[config.mk]
export PLATFORM = sky130hd
export DESIGN_NAME = mutex_arbiter
export DESIGN_NICKNAME = d
export VERILOG_FILES = /design/src/rtl/mutex_arb_pkg.sv /design/src/rtl/mutex_req_sync.sv /design/src/rtl/mutex_owner_fsm.sv /design/src/rtl/mutex_arbiter.sv
export SDC_FILE = /design/constraint.sdc
export NUM_CORES = 1
export LEC_CHECK = 0
export ABC_AREA = 1
export BUFFER_PORTS_ARGS = -buffer_cell sky130_fd_sc_hd__buf_2
export CAP_MARGIN = 30
export CORE_AREA = 4 4 41 43
export CTS_CLUSTER_SIZE = 16
export DETAILED_ROUTE_END_ITERATION = 10
export DIE_AREA = 0 0 45 47
export GPL_ROUTABILITY_DRIVEN = 0
export GPL_TIMING_DRIVEN = 0
export PLACE_DENSITY_LB_ADDON = 0.08
export SYNTH_ARGS = -nofsm -noshare
export SYNTH_HDL_FRONTEND = slang
export SYNTH_SLANG_ARGS = --single-unit
[constraint.sdc]
create_clock -name clk -period 1.66 [get_ports clk]
set_input_delay 0.332 -clock clk [delete_from_list [all_inputs] [get_ports clk]]
set_output_delay 0.332 -clock clk [all_outputs]
set_load 0.05 [all_outputs]
[src/rtl/mutex_arb_pkg.sv]
package mutex_arb_pkg;
  localparam int unsigned CLIENTS = 2;

  typedef enum logic [1:0] {
    OWN_NONE = 2'd0,
    OWN_A    = 2'd1,
    OWN_B    = 2'd2
  } owner_e;
endpackage

[src/rtl/mutex_req_sync.sv]
module mutex_req_sync #(
  parameter int unsigned STAGES = 2,
  parameter int unsigned WIDTH  = 2
) (
  input  logic             clk,
  input  logic             rst_n,
  input  logic [WIDTH-1:0] async_in,
  output logic [WIDTH-1:0] sync_out
);
  logic [WIDTH-1:0] chain [STAGES];

  for (genvar s = 0; s < STAGES; s++) begin : g_stage
    if (s == 0) begin : g_first
      always_ff @(posedge clk or negedge rst_n) begin
        if (!rst_n) chain[s] <= '0;
        else        chain[s] <= async_in;
      end
    end else begin : g_next
      always_ff @(posedge clk or negedge rst_n) begin
        if (!rst_n) chain[s] <= '0;
        else        chain[s] <= chain[s-1];
      end
    end
  end

  assign sync_out = chain[STAGES-1];
endmodule

[src/rtl/mutex_owner_fsm.sv]
module mutex_owner_fsm
  import mutex_arb_pkg::*;
(
  input  logic clk,
  input  logic rst_n,
  input  logic want_a,
  input  logic want_b,
  output logic own_a,
  output logic own_b,
  output logic b_was_last
);
  owner_e cur, nxt;
  logic   last_b_q;

  // Next owner: the current owner keeps the resource until it lets go.
  // On a tie, the client that was not served most recently wins.
  always_comb begin
    nxt = cur;
    unique case (cur)
      OWN_NONE: begin
        if (want_a && want_b) nxt = last_b_q ? OWN_A : OWN_B;
        else if (want_a)      nxt = OWN_A;
        else if (want_b)      nxt = OWN_B;
      end
      OWN_A: if (!want_a) nxt = want_b ? OWN_B : OWN_NONE;
      OWN_B: if (!want_b) nxt = want_a ? OWN_A : OWN_NONE;
      default: nxt = OWN_NONE;
    endcase
  end

  always_ff @(posedge clk or negedge rst_n) begin
    if (!rst_n) begin
      cur      <= OWN_NONE;
      last_b_q <= 1'b1;
    end else begin
      cur <= nxt;
      if (nxt == OWN_A)      last_b_q <= 1'b0;
      else if (nxt == OWN_B) last_b_q <= 1'b1;
    end
  end

  assign own_a      = (cur == OWN_A);
  assign own_b      = (cur == OWN_B);
  assign b_was_last = last_b_q;
endmodule

[src/rtl/mutex_arbiter.sv]
module mutex_arbiter #(
  parameter int unsigned SYNC_STAGES = 2
) (
  input  logic clk,
  input  logic rst_n,
  input  logic req_a,
  input  logic req_b,
  output logic gnt_a,
  output logic gnt_b
);
  import mutex_arb_pkg::*;

  logic [CLIENTS-1:0] req_raw, req_s;
  logic               a_s, b_s, last_b;

  assign req_raw = {req_b, req_a};

  mutex_req_sync #(.STAGES(SYNC_STAGES), .WIDTH(CLIENTS)) u_sync (
    .clk      (clk),
    .rst_n    (rst_n),
    .async_in (req_raw),
    .sync_out (req_s)
  );

  assign a_s = req_s[0];
  assign b_s = req_s[1];

  mutex_owner_fsm u_fsm (
    .clk        (clk),
    .rst_n      (rst_n),
    .want_a     (a_s),
    .want_b     (b_s),
    .own_a      (gnt_a),
    .own_b      (gnt_b),
    .b_was_last (last_b)
  );
endmodule

==> flow_results.xml, run 1 <==
<?xml version="1.0" encoding="UTF-8"?>
<metrics>
  <group name="run_status">
    <metric name="status" unit="">completed</metric>
  </group>
  <group name="critical_path">
    <metric name="cpLargestDelayFamily" unit="">flip-flops</metric>
    <metric name="start_kind" unit="">register</metric>
    <metric name="crit_path_max_fanout" unit="">3</metric>
    <metric name="reg2reg_depth" unit="">4</metric>
    <metric name="timing.setup.critical_path_class" unit="">reg -&gt; out</metric>
    <metric name="timing.critical_path.slowest_cell_delay" unit="ns">0.37</metric>
    <metric name="worst-endpoint-required" unit="ns">1.33</metric>
    <metric name="critical_path_depth" unit="">3</metric>
    <metric name="worst_setup_path_end_kind" unit="">primary output</metric>
    <metric name="path_cells" unit="">inv_2 &gt; nor2_1 &gt; buf_2</metric>
    <metric name="worst_ep_arrival_time" unit="ns">1.01</metric>
    <metric name="cp_slowest_cell" unit="">dfrtp_1</metric>
    <metric name="bufs_and_invs_on_worst_path" unit="">2</metric>
  </group>
  <group name="synthesis">
    <metric name="synthMostInstantiatedCell" unit="">dfrtp_1</metric>
    <metric name="synth_sequential_area_ratio" unit="">0.662</metric>
    <metric name="synth.avg_cell_area" unit="um^2">10.7</metric>
    <metric name="synth.cell_area" unit="um^2">267</metric>
    <metric name="synth.ff_latch_count" unit="">7</metric>
    <metric name="synth-async-reset-ratio" unit="">1.00</metric>
    <metric name="top_cell_type_s_share_of_synthesized_area" unit="">0.563</metric>
    <metric name="yosysWarningCount" unit="">0</metric>
    <metric name="synth.lib_cells_used.distinct" unit="">11</metric>
    <metric name="synthCells" unit="">25</metric>
    <metric name="ys_top_cells_by_area" unit="">dfrtp_1, dfstp_2, nand2_1</metric>
    <metric name="synth_fp_nets" unit="">30</metric>
    <metric name="synth_flop_cell" unit="">dfrtp_1</metric>
    <metric name="synth-edff-count" unit="">0</metric>
    <metric name="post_synth_top_area_cell" unit="">dfrtp_1</metric>
    <metric name="ys_top_cells_by_count" unit="">dfrtp_1, nand2_1</metric>
  </group>
  <group name="grt">
    <metric name="congestion_overflow_gr" unit="">0</metric>
    <metric name="grt.total_usage" unit="">0.0591</metric>
    <metric name="first_global_vias" unit="">174</metric>
    <metric name="global_route_wire_length_before_repair" unit="um">724</metric>
    <metric name="antenna_violations_before_repair" unit="">0</metric>
    <metric name="grt_max_degree" unit="">8</metric>
  </group>
  <group name="timing">
    <metric name="finalHoldViolCount" unit="">0</metric>
    <metric name="setup_tns" unit="ns">0</metric>
    <metric name="worst_pin_slew" unit="ns">0.252</metric>
    <metric name="setup_repair_after_global_routing_missed_its_margin" unit="">no</metric>
    <metric name="relative_slew_slack" unit="">0.833</metric>
    <metric name="report.final.slew_viol_count" unit="">0</metric>
    <metric name="report.final.setup_viol" unit="">0</metric>
    <metric name="timing.clock.skew" unit="ns">0.00537</metric>
    <metric name="fin_crit_sh" unit="">0.808</metric>
    <metric name="post_layout_min_period" unit="ns">1.34</metric>
    <metric name="fmax" unit="MHz">745</metric>
  </group>
  <group name="layout">
    <metric name="area.sequential" unit="um^2">176</metric>
    <metric name="flow.area_growth_from_synthesis" unit="%">30.0</metric>
    <metric name="num-fill-cells" unit="">158</metric>
    <metric name="footprint_of_the_multi_input_gates" unit="um^2">75.1</metric>
    <metric name="finish.net_count" unit="">41</metric>
    <metric name="drive_above_1_share" unit="">0.400</metric>
    <metric name="final_antenna_diode_count" unit="">0</metric>
  </group>
  <group name="detailed_routing">
    <metric name="drc_errors" unit="">0</metric>
    <metric name="dr_total_vias" unit="">190</metric>
    <metric name="via_to_cell_ratio" unit="">3.80</metric>
    <metric name="antenna_left" unit="">0</metric>
    <metric name="detail_route.wl_per_cell" unit="um">8.46</metric>
    <metric name="drt_pass1_iterations" unit="">1</metric>
    <metric name="drt-initial-drc-count" unit="">0</metric>
    <metric name="totalWireLength" unit="um">423</metric>
  </group>
  <group name="floorplan">
    <metric name="fp.coreArea" unit="um^2">1300</metric>
    <metric name="top_level_ports" unit="">6</metric>
    <metric name="dieArea" unit="um^2">2120</metric>
    <metric name="chipHeight" unit="um">47</metric>
    <metric name="fp.dieW" unit="um">45</metric>
    <metric name="rows" unit="">13</metric>
    <metric name="initial_core_util" unit="">0.205</metric>
  </group>
  <group name="placement">
    <metric name="place.port_buffers" unit="">5</metric>
    <metric name="detailed_place_hpwl" unit="um">332</metric>
  </group>
  <group name="worst_hold_path">
    <metric name="min_delay_path_depth" unit="">1</metric>
    <metric name="hold_path_class" unit="">in -&gt; reg</metric>
  </group>
  <group name="power_and_ir_drop">
    <metric name="total_leakage_power" unit="uW">0.000179</metric>
    <metric name="pwr_density_cell" unit="nW/um^2">1520</metric>
    <metric name="total_power" unit="uW">527</metric>
    <metric name="max-vdd-ir-drop" unit="mV">0.343</metric>
  </group>
  <group name="cts">
    <metric name="clock_sinks" unit="">7</metric>
    <metric name="clkLatencyLatePin" unit="ns">0.25</metric>
    <metric name="cts_tree" unit="">built</metric>
    <metric name="buffer_depth_of_the_longest_clock_path" unit="">2</metric>
    <metric name="count_of_h_tree_levels_built_during_cts" unit="">1</metric>
    <metric name="worst_setup_hold_path_clk_slew" unit="ns">0.05</metric>
    <metric name="cts-buffers-inserted" unit="">3</metric>
    <metric name="post_cts_resized" unit="">0</metric>
    <metric name="clock-root-buffer" unit="">clkbuf_4</metric>
  </group>
  <group name="flow_run">
    <metric name="max-cap-violations" unit="">0</metric>
  </group>
</metrics>
[stage by stage]
stage	util	std cells	hold slack [ns]	area [um^2]	setup slack [ns]
after floorplan	-	25	0.0364	267	0.282
after detailed placement	0.238	45	0.174	310	0.340
after global routing	0.266	50	0.167	347	0.244
final	0.266	50	0.187	347	0.319
after CTS	0.266	50	0.174	347	0.296
after global placement	0.238	45	0.172	310	0.374
[power breakdown]
part | switching, uW | internal, uW | leakage [uW]
Sequential | 20.7 | 209 | 0.0000823
Clock | 59.9 | 91.6 | 0.0000150
Combinational | 98.6 | 46.9 | 0.0000814
Total | 179 | 348 | 0.000179
[layer usage]
layer | global-route usage | wire [um] | up-vias
met5 | 0 | 0 | -
met4 | 0.0877 | 4 | 0
met3 | 0.0345 | 38 | 2
met2 | 0.0763 | 202 | 6
met1 | 0.0539 | 178 | 86
li1 | - | - | 96
[worst paths after layout]
path / from / to / slack, ns
worst min register to register: u_sync.chain[2]$_DFF_PN0_ / u_sync.sync_out[0]$_DFF_PN0_ / 0.35
max in group asynchronous: rst_n / u_fsm.b_was_last$_DFFE_PN1P_ / 1.00
worst max-delay path: u_fsm.cur[0]$_DFF_PN0_ / gnt_a / 0.32
worst min-delay path: req_b / u_sync.chain[3]$_DFF_PN0_ / 0.19
worst max register to register: u_fsm.b_was_last$_DFFE_PN1P_ / u_fsm.b_was_last$_DFFE_PN1P_ / 0.34
min in group asynchronous: rst_n / u_sync.chain[3]$_DFF_PN0_ / 0.43
[timing repair]
action	CTS	global route
hold endpoints to repair	6	0
hold buffers	1	0
setup buffers	0	0
[worst register-to-register path, cell delays in order, from the launching register on]
cell	delay (ns)
dfstp_2	0.55
o21ai_0	0.08
a21oi_1	0.20
ha_1	0.27
o21ai_0	0.15
[kinds of logic after synthesis]
logic type      Yosys count  share of synthesized area
fa+ha+maj                 1                     0.0469
simple gates              9                      0.146
flops                     7                      0.662
compound gates            4                     0.0892
buf+inv                   4                     0.0564
[flip-flops by register name, indices dropped and copies added, names as in the netlist]
| name | cells |
|---|---|
| u_fsm.b_was_last | 1 |
| u_sync.sync_out | 2 |
| u_sync.chain | 2 |
| u_fsm.cur | 2 |
[cells in the final DEF (no fill, tap or decap), drive strengths merged]
cell type	n
nand2	7
dfrtp	6
buf	5
clkbuf	4
inv	4
nor2	2
o21ai	2
a21oi	2
ha	1
dlygate4sd3	1
dfstp	1
[area by class of cell]
cell class | count | share of cell area
Tap cell | 15 | 0.0542
Clock buffer | 4 | 0.0758
Sequential cell | 7 | 0.509
Multi-Input combinational cell | 14 | 0.217
Inverter | 4 | 0.0433
Timing Repair Buffer | 6 | 0.101
No activity file was read; power rests on OpenSTA's default activity.
==> run 2: changes to the inputs <==
==> constraint.sdc (replaced) <==
create_clock -name clk -period 1.15 [get_ports clk]
set_input_delay 0.23 -clock clk [delete_from_list [all_inputs] [get_ports clk]]
set_output_delay 0.23 -clock clk [all_outputs]
set_load 0.05 [all_outputs]
==> run 2 against run 1 <==
- the flow now finishes with violations (setup timing)
- clock power is 46% higher
- power grew 59%
- core utilization increased by 2.5 points
- final cell count is 2.0% higher
- worst hold slack worse by 0.10 ns
- global-route usage fell by 0.24 points
- die area did not move
- sequential share of layout area fell by 4.4 points
- critical path type unchanged
- largest cell class unchanged
==> flow_results.xml, run 2 (synthesis gave the netlist of run 1 again) <==
<?xml version="1.0" encoding="UTF-8"?>
<metrics>
  <group name="run_status">
    <metric name="status" unit="">finished, violations left</metric>
    <metric name="violations" unit="">setup timing</metric>
  </group>
  <group name="floorplan">
    <metric name="chipHeight" unit="um">47</metric>
    <metric name="rows" unit="">13</metric>
    <metric name="dieArea" unit="um^2">2120</metric>
    <metric name="fp.coreArea" unit="um^2">1300</metric>
    <metric name="initial_core_util" unit="">0.205</metric>
    <metric name="top_level_ports" unit="">6</metric>
    <metric name="fp.dieW" unit="um">45</metric>
  </group>
  <group name="critical_path">
    <metric name="worst_setup_path_end_kind" unit="">primary output</metric>
    <metric name="start_kind" unit="">register</metric>
    <metric name="crit_path_max_fanout" unit="">3</metric>
    <metric name="worst-endpoint-required" unit="ns">0.92</metric>
    <metric name="bufs_and_invs_on_worst_path" unit="">2</metric>
    <metric name="cp_slowest_cell" unit="">dfrtp_1</metric>
    <metric name="timing.critical_path.slowest_cell_delay" unit="ns">0.40</metric>
    <metric name="worst_ep_arrival_time" unit="ns">0.98</metric>
    <metric name="path_cells" unit="">inv_2 &gt; nor2_2 &gt; buf_6</metric>
    <metric name="cpLargestDelayFamily" unit="">flip-flops</metric>
    <metric name="timing.setup.critical_path_class" unit="">reg -&gt; out</metric>
  </group>
  <group name="power_and_ir_drop">
    <metric name="switchingPower" unit="uW">286</metric>
    <metric name="power.share.sequential" unit="">0.406</metric>
    <metric name="total_power" unit="uW">838</metric>
    <metric name="pwr_density_cell" unit="nW/um^2">2210</metric>
    <metric name="power_frac_comb" unit="">0.331</metric>
    <metric name="switching_share" unit="">0.342</metric>
    <metric name="clock_power_share" unit="">0.263</metric>
    <metric name="cell_internal_pwr" unit="uW">552</metric>
    <metric name="max-vdd-ir-drop" unit="mV">0.553</metric>
    <metric name="total_leakage_power" unit="uW">0.000187</metric>
  </group>
  <group name="cts">
    <metric name="clock-root-buffer" unit="">clkbuf_4</metric>
    <metric name="buffer_depth_of_the_longest_clock_path" unit="">2</metric>
    <metric name="count_of_h_tree_levels_built_during_cts" unit="">1</metric>
    <metric name="clock_sinks" unit="">7</metric>
    <metric name="cts_tree" unit="">built</metric>
    <metric name="worst_setup_hold_path_clk_slew" unit="ns">0.05</metric>
    <metric name="clkLatencyLatePin" unit="ns">0.25</metric>
    <metric name="cts-buffers-inserted" unit="">3</metric>
  </group>
  <group name="flow_run">
    <metric name="max-cap-violations" unit="">0</metric>
  </group>
  <group name="detailed_routing">
    <metric name="detail_route.wirelength.met1" unit="um">184</metric>
    <metric name="met2_length" unit="um">213</metric>
    <metric name="totalWireLength" unit="um">429</metric>
    <metric name="top_layer" unit="">met3</metric>
    <metric name="drt-initial-drc-count" unit="">1</metric>
    <metric name="routed-wl-met3" unit="um">31</metric>
    <metric name="dr_total_vias" unit="">185</metric>
    <metric name="detail_route.wl_per_cell" unit="um">8.41</metric>
    <metric name="drt_pass1_iterations" unit="">4</metric>
    <metric name="antenna_left" unit="">0</metric>
    <metric name="drc_errors" unit="">0</metric>
    <metric name="via_to_cell_ratio" unit="">3.63</metric>
  </group>
  <group name="timing">
    <metric name="finalHoldViolCount" unit="">0</metric>
    <metric name="fin_crit_sh" unit="">1.05</metric>
    <metric name="post_layout_min_period" unit="ns">1.21</metric>
    <metric name="worst_pin_slew" unit="ns">0.162</metric>
    <metric name="report.final.setup_viol" unit="">3</metric>
    <metric name="fin_ws" unit="ns">-0.0582</metric>
    <metric name="report.final.slew_viol_count" unit="">0</metric>
    <metric name="timing.clock.skew" unit="ns">0.00264</metric>
    <metric name="setup_repair_after_global_routing_missed_its_margin" unit="">yes</metric>
    <metric name="hold_slack" unit="ns">0.0847</metric>
    <metric name="fmax" unit="MHz">828</metric>
    <metric name="relative_slew_slack" unit="">0.892</metric>
  </group>
  <group name="placement">
    <metric name="place.port_buffers" unit="">5</metric>
    <metric name="placedCellCount" unit="">45</metric>
    <metric name="detailed_place_hpwl" unit="um">314</metric>
    <metric name="placedInstanceArea" unit="um^2">310</metric>
  </group>
  <group name="worst_hold_path">
    <metric name="hold_path_class" unit="">in -&gt; reg</metric>
  </group>
  <group name="grt">
    <metric name="first_global_vias" unit="">206</metric>
    <metric name="grt.total_usage" unit="">0.0567</metric>
    <metric name="congestion_overflow_gr" unit="">0</metric>
    <metric name="antenna_violations_before_repair" unit="">0</metric>
    <metric name="grt_max_degree" unit="">8</metric>
    <metric name="global_route_wire_length_before_repair" unit="um">745</metric>
  </group>
  <group name="layout">
    <metric name="final_common_cell" unit="">dfrtp_1</metric>
    <metric name="final_design_area_no_fill" unit="um^2">379</metric>
    <metric name="finish.net_count" unit="">42</metric>
    <metric name="flow.area_growth_from_synthesis" unit="%">42.3</metric>
    <metric name="num-fill-cells" unit="">145</metric>
    <metric name="mostFrequentLayoutCells" unit="">dfrtp_1, nand2_1, clkbuf_4, buf_2</metric>
    <metric name="drive_above_1_share" unit="">0.528</metric>
    <metric name="finalNonFillerCells" unit="">51</metric>
    <metric name="final_antenna_diode_count" unit="">0</metric>
  </group>
</metrics>
run 2: changes by cell type in the layout (fill, tap and decap cells not counted), sizes merged:
cell	change
buf	+1
run 2: repair_timing:
action / 4_1_cts / 5_1_grt
pin swaps: 4 / 1
endpoints found under the hold margin: 6 / 0
hold buffers: 1 / 0
endpoints found under the setup margin: 3 / 3
gates resized for setup: 8 / 1
setup buffers: 1 / 0
run 2: power by group through the flow:
| stage | Sequential (uW) | Clock (uW) | Combinational (uW) |
|---|---|---|---|
| floorplan | 329 | 0 | 173 |
| global placement | 337 | 0 | 211 |
| detailed placement | 335 | 0 | 214 |
| CTS | 339 | 229 | 279 |
| global route | 344 | 252 | 299 |
| finish | 340 | 220 | 278 |
run 2: area by class of cell:
| class | count | area, um^2 | area share |
|---|---|---|---|
| clock buffer | 4 | 26.3 | 0.0693 |
| sequential | 7 | 176 | 0.465 |
| timing repair buffer | 7 | 55.1 | 0.145 |
| inverter | 4 | 15.0 | 0.0396 |
| multi-input combinational | 14 | 87.6 | 0.231 |
| tap | 15 | 18.8 | 0.0495 |
run 2: per-layer routing:
layer | GRT usage | up-vias
met2 | 0.0734 | 5
met5 | 0 | -
met1 | 0.0562 | 83
met3 | 0.0345 | 0
li1 | - | 97
met4 | 0.0702 | 0
run 2: worst paths after layout:
check	from	to	slack, ns	depth (start not counted)
setup / recovery	u_fsm.cur[0]$_DFF_PN0_	gnt_a	-0.06	3
setup reg to reg	u_fsm.b_was_last$_DFFE_PN1P_	u_fsm.b_was_last$_DFFE_PN1P_	-0.06	4
hold / removal	req_b	u_sync.chain[3]$_DFF_PN0_	0.08	1
min in group asynchronous	rst_n	u_sync.sync_out[1]$_DFF_PN0_	0.34	2
hold reg to reg	u_sync.chain[2]$_DFF_PN0_	u_sync.sync_out[0]$_DFF_PN0_	0.35	0
max in group asynchronous	rst_n	u_fsm.b_was_last$_DFFE_PN1P_	0.59	2
run 2: through the flow:
step           setup WS (ns)  setup TNS, ns  utilization
3_5_place_dp          -0.133         -0.133        0.238
6_report             -0.0582         -0.152        0.291
5_1_grt               -0.111         -0.323        0.291
3_3_place_gp          -0.129         -0.129        0.238
2_1_floorplan         -0.126         -0.301            -
4_1_cts              -0.0824         -0.219        0.289
==> run 3: changes to the inputs <==
--- a/config.mk
+++ b/config.mk
@@ -5,7 +5,6 @@
 export SDC_FILE = /design/constraint.sdc
 export NUM_CORES = 1
 export LEC_CHECK = 0
-export ABC_AREA = 1
 export BUFFER_PORTS_ARGS = -buffer_cell sky130_fd_sc_hd__buf_2
 export CAP_MARGIN = 30
 export CORE_AREA = 4 4 41 43
@@ -15,6 +14,7 @@
 export GPL_ROUTABILITY_DRIVEN = 0
 export GPL_TIMING_DRIVEN = 0
 export PLACE_DENSITY_LB_ADDON = 0.08
+export SLEW_MARGIN = 20
 export SYNTH_ARGS = -nofsm -noshare
 export SYNTH_HDL_FRONTEND = slang
 export SYNTH_SLANG_ARGS = --single-unit
==> run 3 against run 2 <==
- the flow still finishes with violations (setup timing)
- setup slack worse by 0.082 ns
- clock power about the same
- clock-buffer cell count stayed put
- largest power group unchanged
==> flow_results.xml, run 3 <==
<?xml version="1.0" encoding="UTF-8"?>
<metrics>
  <group name="critical_path">
    <metric name="cpLargestDelayFamily" unit="">flip-flops</metric>
    <metric name="worst-endpoint-required" unit="ns">1.33</metric>
    <metric name="path_cells" unit="">o21ba_1 &gt; o21a_1 &gt; ha_1 &gt; mux2i_1</metric>
    <metric name="timing.critical_path.slowest_cell_delay" unit="ns">0.41</metric>
    <metric name="cp_slowest_cell" unit="">dfrtp_1</metric>
    <metric name="start_kind" unit="">register</metric>
    <metric name="worst_setup_path_end_kind" unit="">register</metric>
    <metric name="timing.setup.critical_path_class" unit="">reg -&gt; reg</metric>
    <metric name="crit_path_max_fanout" unit="">5</metric>
    <metric name="bufs_and_invs_on_worst_path" unit="">0</metric>
    <metric name="worst_ep_arrival_time" unit="ns">1.47</metric>
  </group>
  <group name="power_and_ir_drop">
    <metric name="max-vdd-ir-drop" unit="mV">0.687</metric>
    <metric name="pwr_density_cell" unit="nW/um^2">2180</metric>
    <metric name="total_leakage_power" unit="uW">0.000180</metric>
  </group>
  <group name="floorplan">
    <metric name="initial_core_util" unit="">0.211</metric>
    <metric name="fp.coreArea" unit="um^2">1300</metric>
    <metric name="chipHeight" unit="um">47</metric>
    <metric name="dieArea" unit="um^2">2120</metric>
    <metric name="top_level_ports" unit="">6</metric>
    <metric name="fp.dieW" unit="um">45</metric>
    <metric name="rows" unit="">13</metric>
  </group>
  <group name="flow_run">
    <metric name="max-cap-violations" unit="">0</metric>
  </group>
  <group name="placement">
    <metric name="placement.setup.worst_slack" unit="ns">-0.164</metric>
    <metric name="place.port_buffers" unit="">5</metric>
    <metric name="placedInstanceArea" unit="um^2">318</metric>
    <metric name="detailed_place_hpwl" unit="um">317</metric>
  </group>
  <group name="layout">
    <metric name="final_common_cell" unit="">dfrtp_1</metric>
    <metric name="finish.net_count" unit="">36</metric>
    <metric name="flow.area_growth_from_synthesis" unit="%">32.4</metric>
    <metric name="final_design_area_no_fill" unit="um^2">363</metric>
    <metric name="mostFrequentLayoutCells" unit="">dfrtp_1, nor2b_1, clkbuf_4, buf_2</metric>
    <metric name="final_antenna_diode_count" unit="">0</metric>
    <metric name="drive_above_1_share" unit="">0.333</metric>
  </group>
  <group name="synthesis">
    <metric name="synth.ff_latch_count" unit="">7</metric>
    <metric name="synth.cell_area" unit="um^2">274</metric>
    <metric name="ys_top_cells_by_count" unit="">dfrtp_1, nor2b_1</metric>
    <metric name="synthCells" unit="">20</metric>
    <metric name="synth_fp_nets" unit="">25</metric>
    <metric name="post_synth_top_area_cell" unit="">dfrtp_1</metric>
    <metric name="synth.avg_cell_area" unit="um^2">13.7</metric>
    <metric name="synth_flop_cell" unit="">dfrtp_1</metric>
    <metric name="synth.lib_cells_used.distinct" unit="">13</metric>
    <metric name="yosysWarningCount" unit="">0</metric>
    <metric name="synth-async-reset-ratio" unit="">1.00</metric>
    <metric name="synth-edff-count" unit="">0</metric>
    <metric name="synthMostInstantiatedCell" unit="">dfrtp_1</metric>
    <metric name="synth_sequential_area_ratio" unit="">0.644</metric>
    <metric name="top_cell_type_s_share_of_synthesized_area" unit="">0.548</metric>
    <metric name="ys_top_cells_by_area" unit="">dfrtp_1, dfstp_2, nor2b_1</metric>
  </group>
  <group name="detailed_routing">
    <metric name="dr_total_vias" unit="">169</metric>
    <metric name="detail_route.wl_per_cell" unit="um">8.89</metric>
    <metric name="totalWireLength" unit="um">400</metric>
    <metric name="drt_pass1_iterations" unit="">1</metric>
    <metric name="via_to_cell_ratio" unit="">3.76</metric>
    <metric name="drt-initial-drc-count" unit="">0</metric>
    <metric name="antenna_left" unit="">0</metric>
    <metric name="drc_errors" unit="">0</metric>
  </group>
  <group name="cts">
    <metric name="buffer_depth_of_the_longest_clock_path" unit="">2</metric>
    <metric name="post_cts_setup_driven_buffer_insertion_count" unit="">0</metric>
    <metric name="cts_tree" unit="">built</metric>
    <metric name="clock-root-buffer" unit="">clkbuf_4</metric>
    <metric name="clock_sinks" unit="">7</metric>
    <metric name="count_of_h_tree_levels_built_during_cts" unit="">1</metric>
    <metric name="worst_setup_hold_path_clk_slew" unit="ns">0.05</metric>
    <metric name="cts-buffers-inserted" unit="">3</metric>
    <metric name="clkLatencyLatePin" unit="ns">0.24</metric>
  </group>
  <group name="grt">
    <metric name="antenna_violations_before_repair" unit="">0</metric>
    <metric name="congestion_overflow_gr" unit="">0</metric>
    <metric name="global_route_wire_length_before_repair" unit="um">607</metric>
    <metric name="first_global_vias" unit="">163</metric>
    <metric name="grt_max_degree" unit="">8</metric>
    <metric name="grt.total_usage" unit="">0.0470</metric>
  </group>
  <group name="timing">
    <metric name="relative_slew_slack" unit="">0.885</metric>
    <metric name="fin_crit_sh" unit="">1.12</metric>
    <metric name="worst_pin_slew" unit="ns">0.172</metric>
    <metric name="post_layout_min_period" unit="ns">1.29</metric>
    <metric name="report.final.setup_viol" unit="">3</metric>
    <metric name="fin_ws" unit="ns">-0.140</metric>
    <metric name="finalHoldViolCount" unit="">0</metric>
    <metric name="report.final.slew_viol_count" unit="">0</metric>
    <metric name="timing.clock.skew" unit="ns">0.00459</metric>
    <metric name="fmax" unit="MHz">775</metric>
    <metric name="setup_repair_after_global_routing_missed_its_margin" unit="">yes</metric>
  </group>
  <group name="run_status">
    <metric name="violations" unit="">setup timing</metric>
    <metric name="status" unit="">finished, violations left</metric>
  </group>
  <group name="worst_hold_path">
    <metric name="hold_path_class" unit="">in -&gt; reg</metric>
  </group>
</metrics>
run 3: cell types whose count changed after synthesis, sizes merged, moves of 2 or more:
| cell | delta |
|---|---|
| o21ai | -2 |
| nand2 | -7 |
| nor2b | +3 |
| inv | -3 |
run 3: cell type report:
type	instances	area [um^2]
clock buffer	4	26.3
sequential	7	176
inverter	1	3.75
fill	151	938
tap	15	18.8
multi-input combinational	12	93.8
timing repair buffer	6	43.8
run 3: logic make-up after synthesis:
group,count (synthesis),share of synthesized area
compound gates,4,0.110
simple gates,6,0.151
flops,7,0.644
mux,1,0.0365
buf+inv,1,0.0137
fa+ha+maj,1,0.0457
run 3: power breakdown:
part	leakage, uW	switching, uW	internal, uW
clock	0.0000150	84.8	132
combinational	0.0000830	132	108
sequential	0.0000822	36.2	297
run 3: per-layer routing:
layer	up-vias	wire, um	track usage
met5	-	0	0
met4	0	0	0.0702
met3	0	31	0.0230
met2	6	197	0.0650
met1	77	172	0.0421
li1	86	-	-
run 3: worst paths after layout:
path	cells after the start	startpoint	endpoint	slack [ns]
max	4	u_fsm.cur[0]$_DFF_PN0_	u_fsm.b_was_last$_DFFE_PN1P_	-0.14
max in group asynchronous	2	rst_n	u_fsm.b_was_last$_DFFE_PN1P_	0.59
min in group asynchronous	2	rst_n	u_sync.chain[2]$_DFF_PN0_	0.33
max reg2reg	4	u_fsm.cur[0]$_DFF_PN0_	u_fsm.b_was_last$_DFFE_PN1P_	-0.14
min	1	req_a	u_sync.chain[2]$_DFF_PN0_	0.09
min reg2reg	0	u_sync.chain[2]$_DFF_PN0_	u_sync.sync_out[0]$_DFF_PN0_	0.35
run 3: repair_timing:
action | CTS | global route
hold buffers | 1 | 0
gates resized for setup | 2 | 1
pin swaps | 3 | 1
endpoints found under the setup margin | 3 | 3
endpoints found under the hold margin | 6 | 0
run 3: stage by stage:
| step | setup TNS, ns | hold slack, ns | std cells | utilization | total power (uW) |
|---|---|---|---|---|---|
| after global placement | -0.166 | 0.0680 | 40 | 0.244 | 556 |
| after CTS | -0.314 | 0.0800 | 45 | 0.276 | 799 |
| after detailed placement | -0.164 | 0.0709 | 40 | 0.244 | 560 |
| after floorplan | -0.479 | -0.0656 | 20 | - | 507 |
| after global routing | -0.492 | 0.0813 | 45 | 0.279 | 840 |
| final | -0.270 | 0.0918 | 45 | 0.279 | 789 |
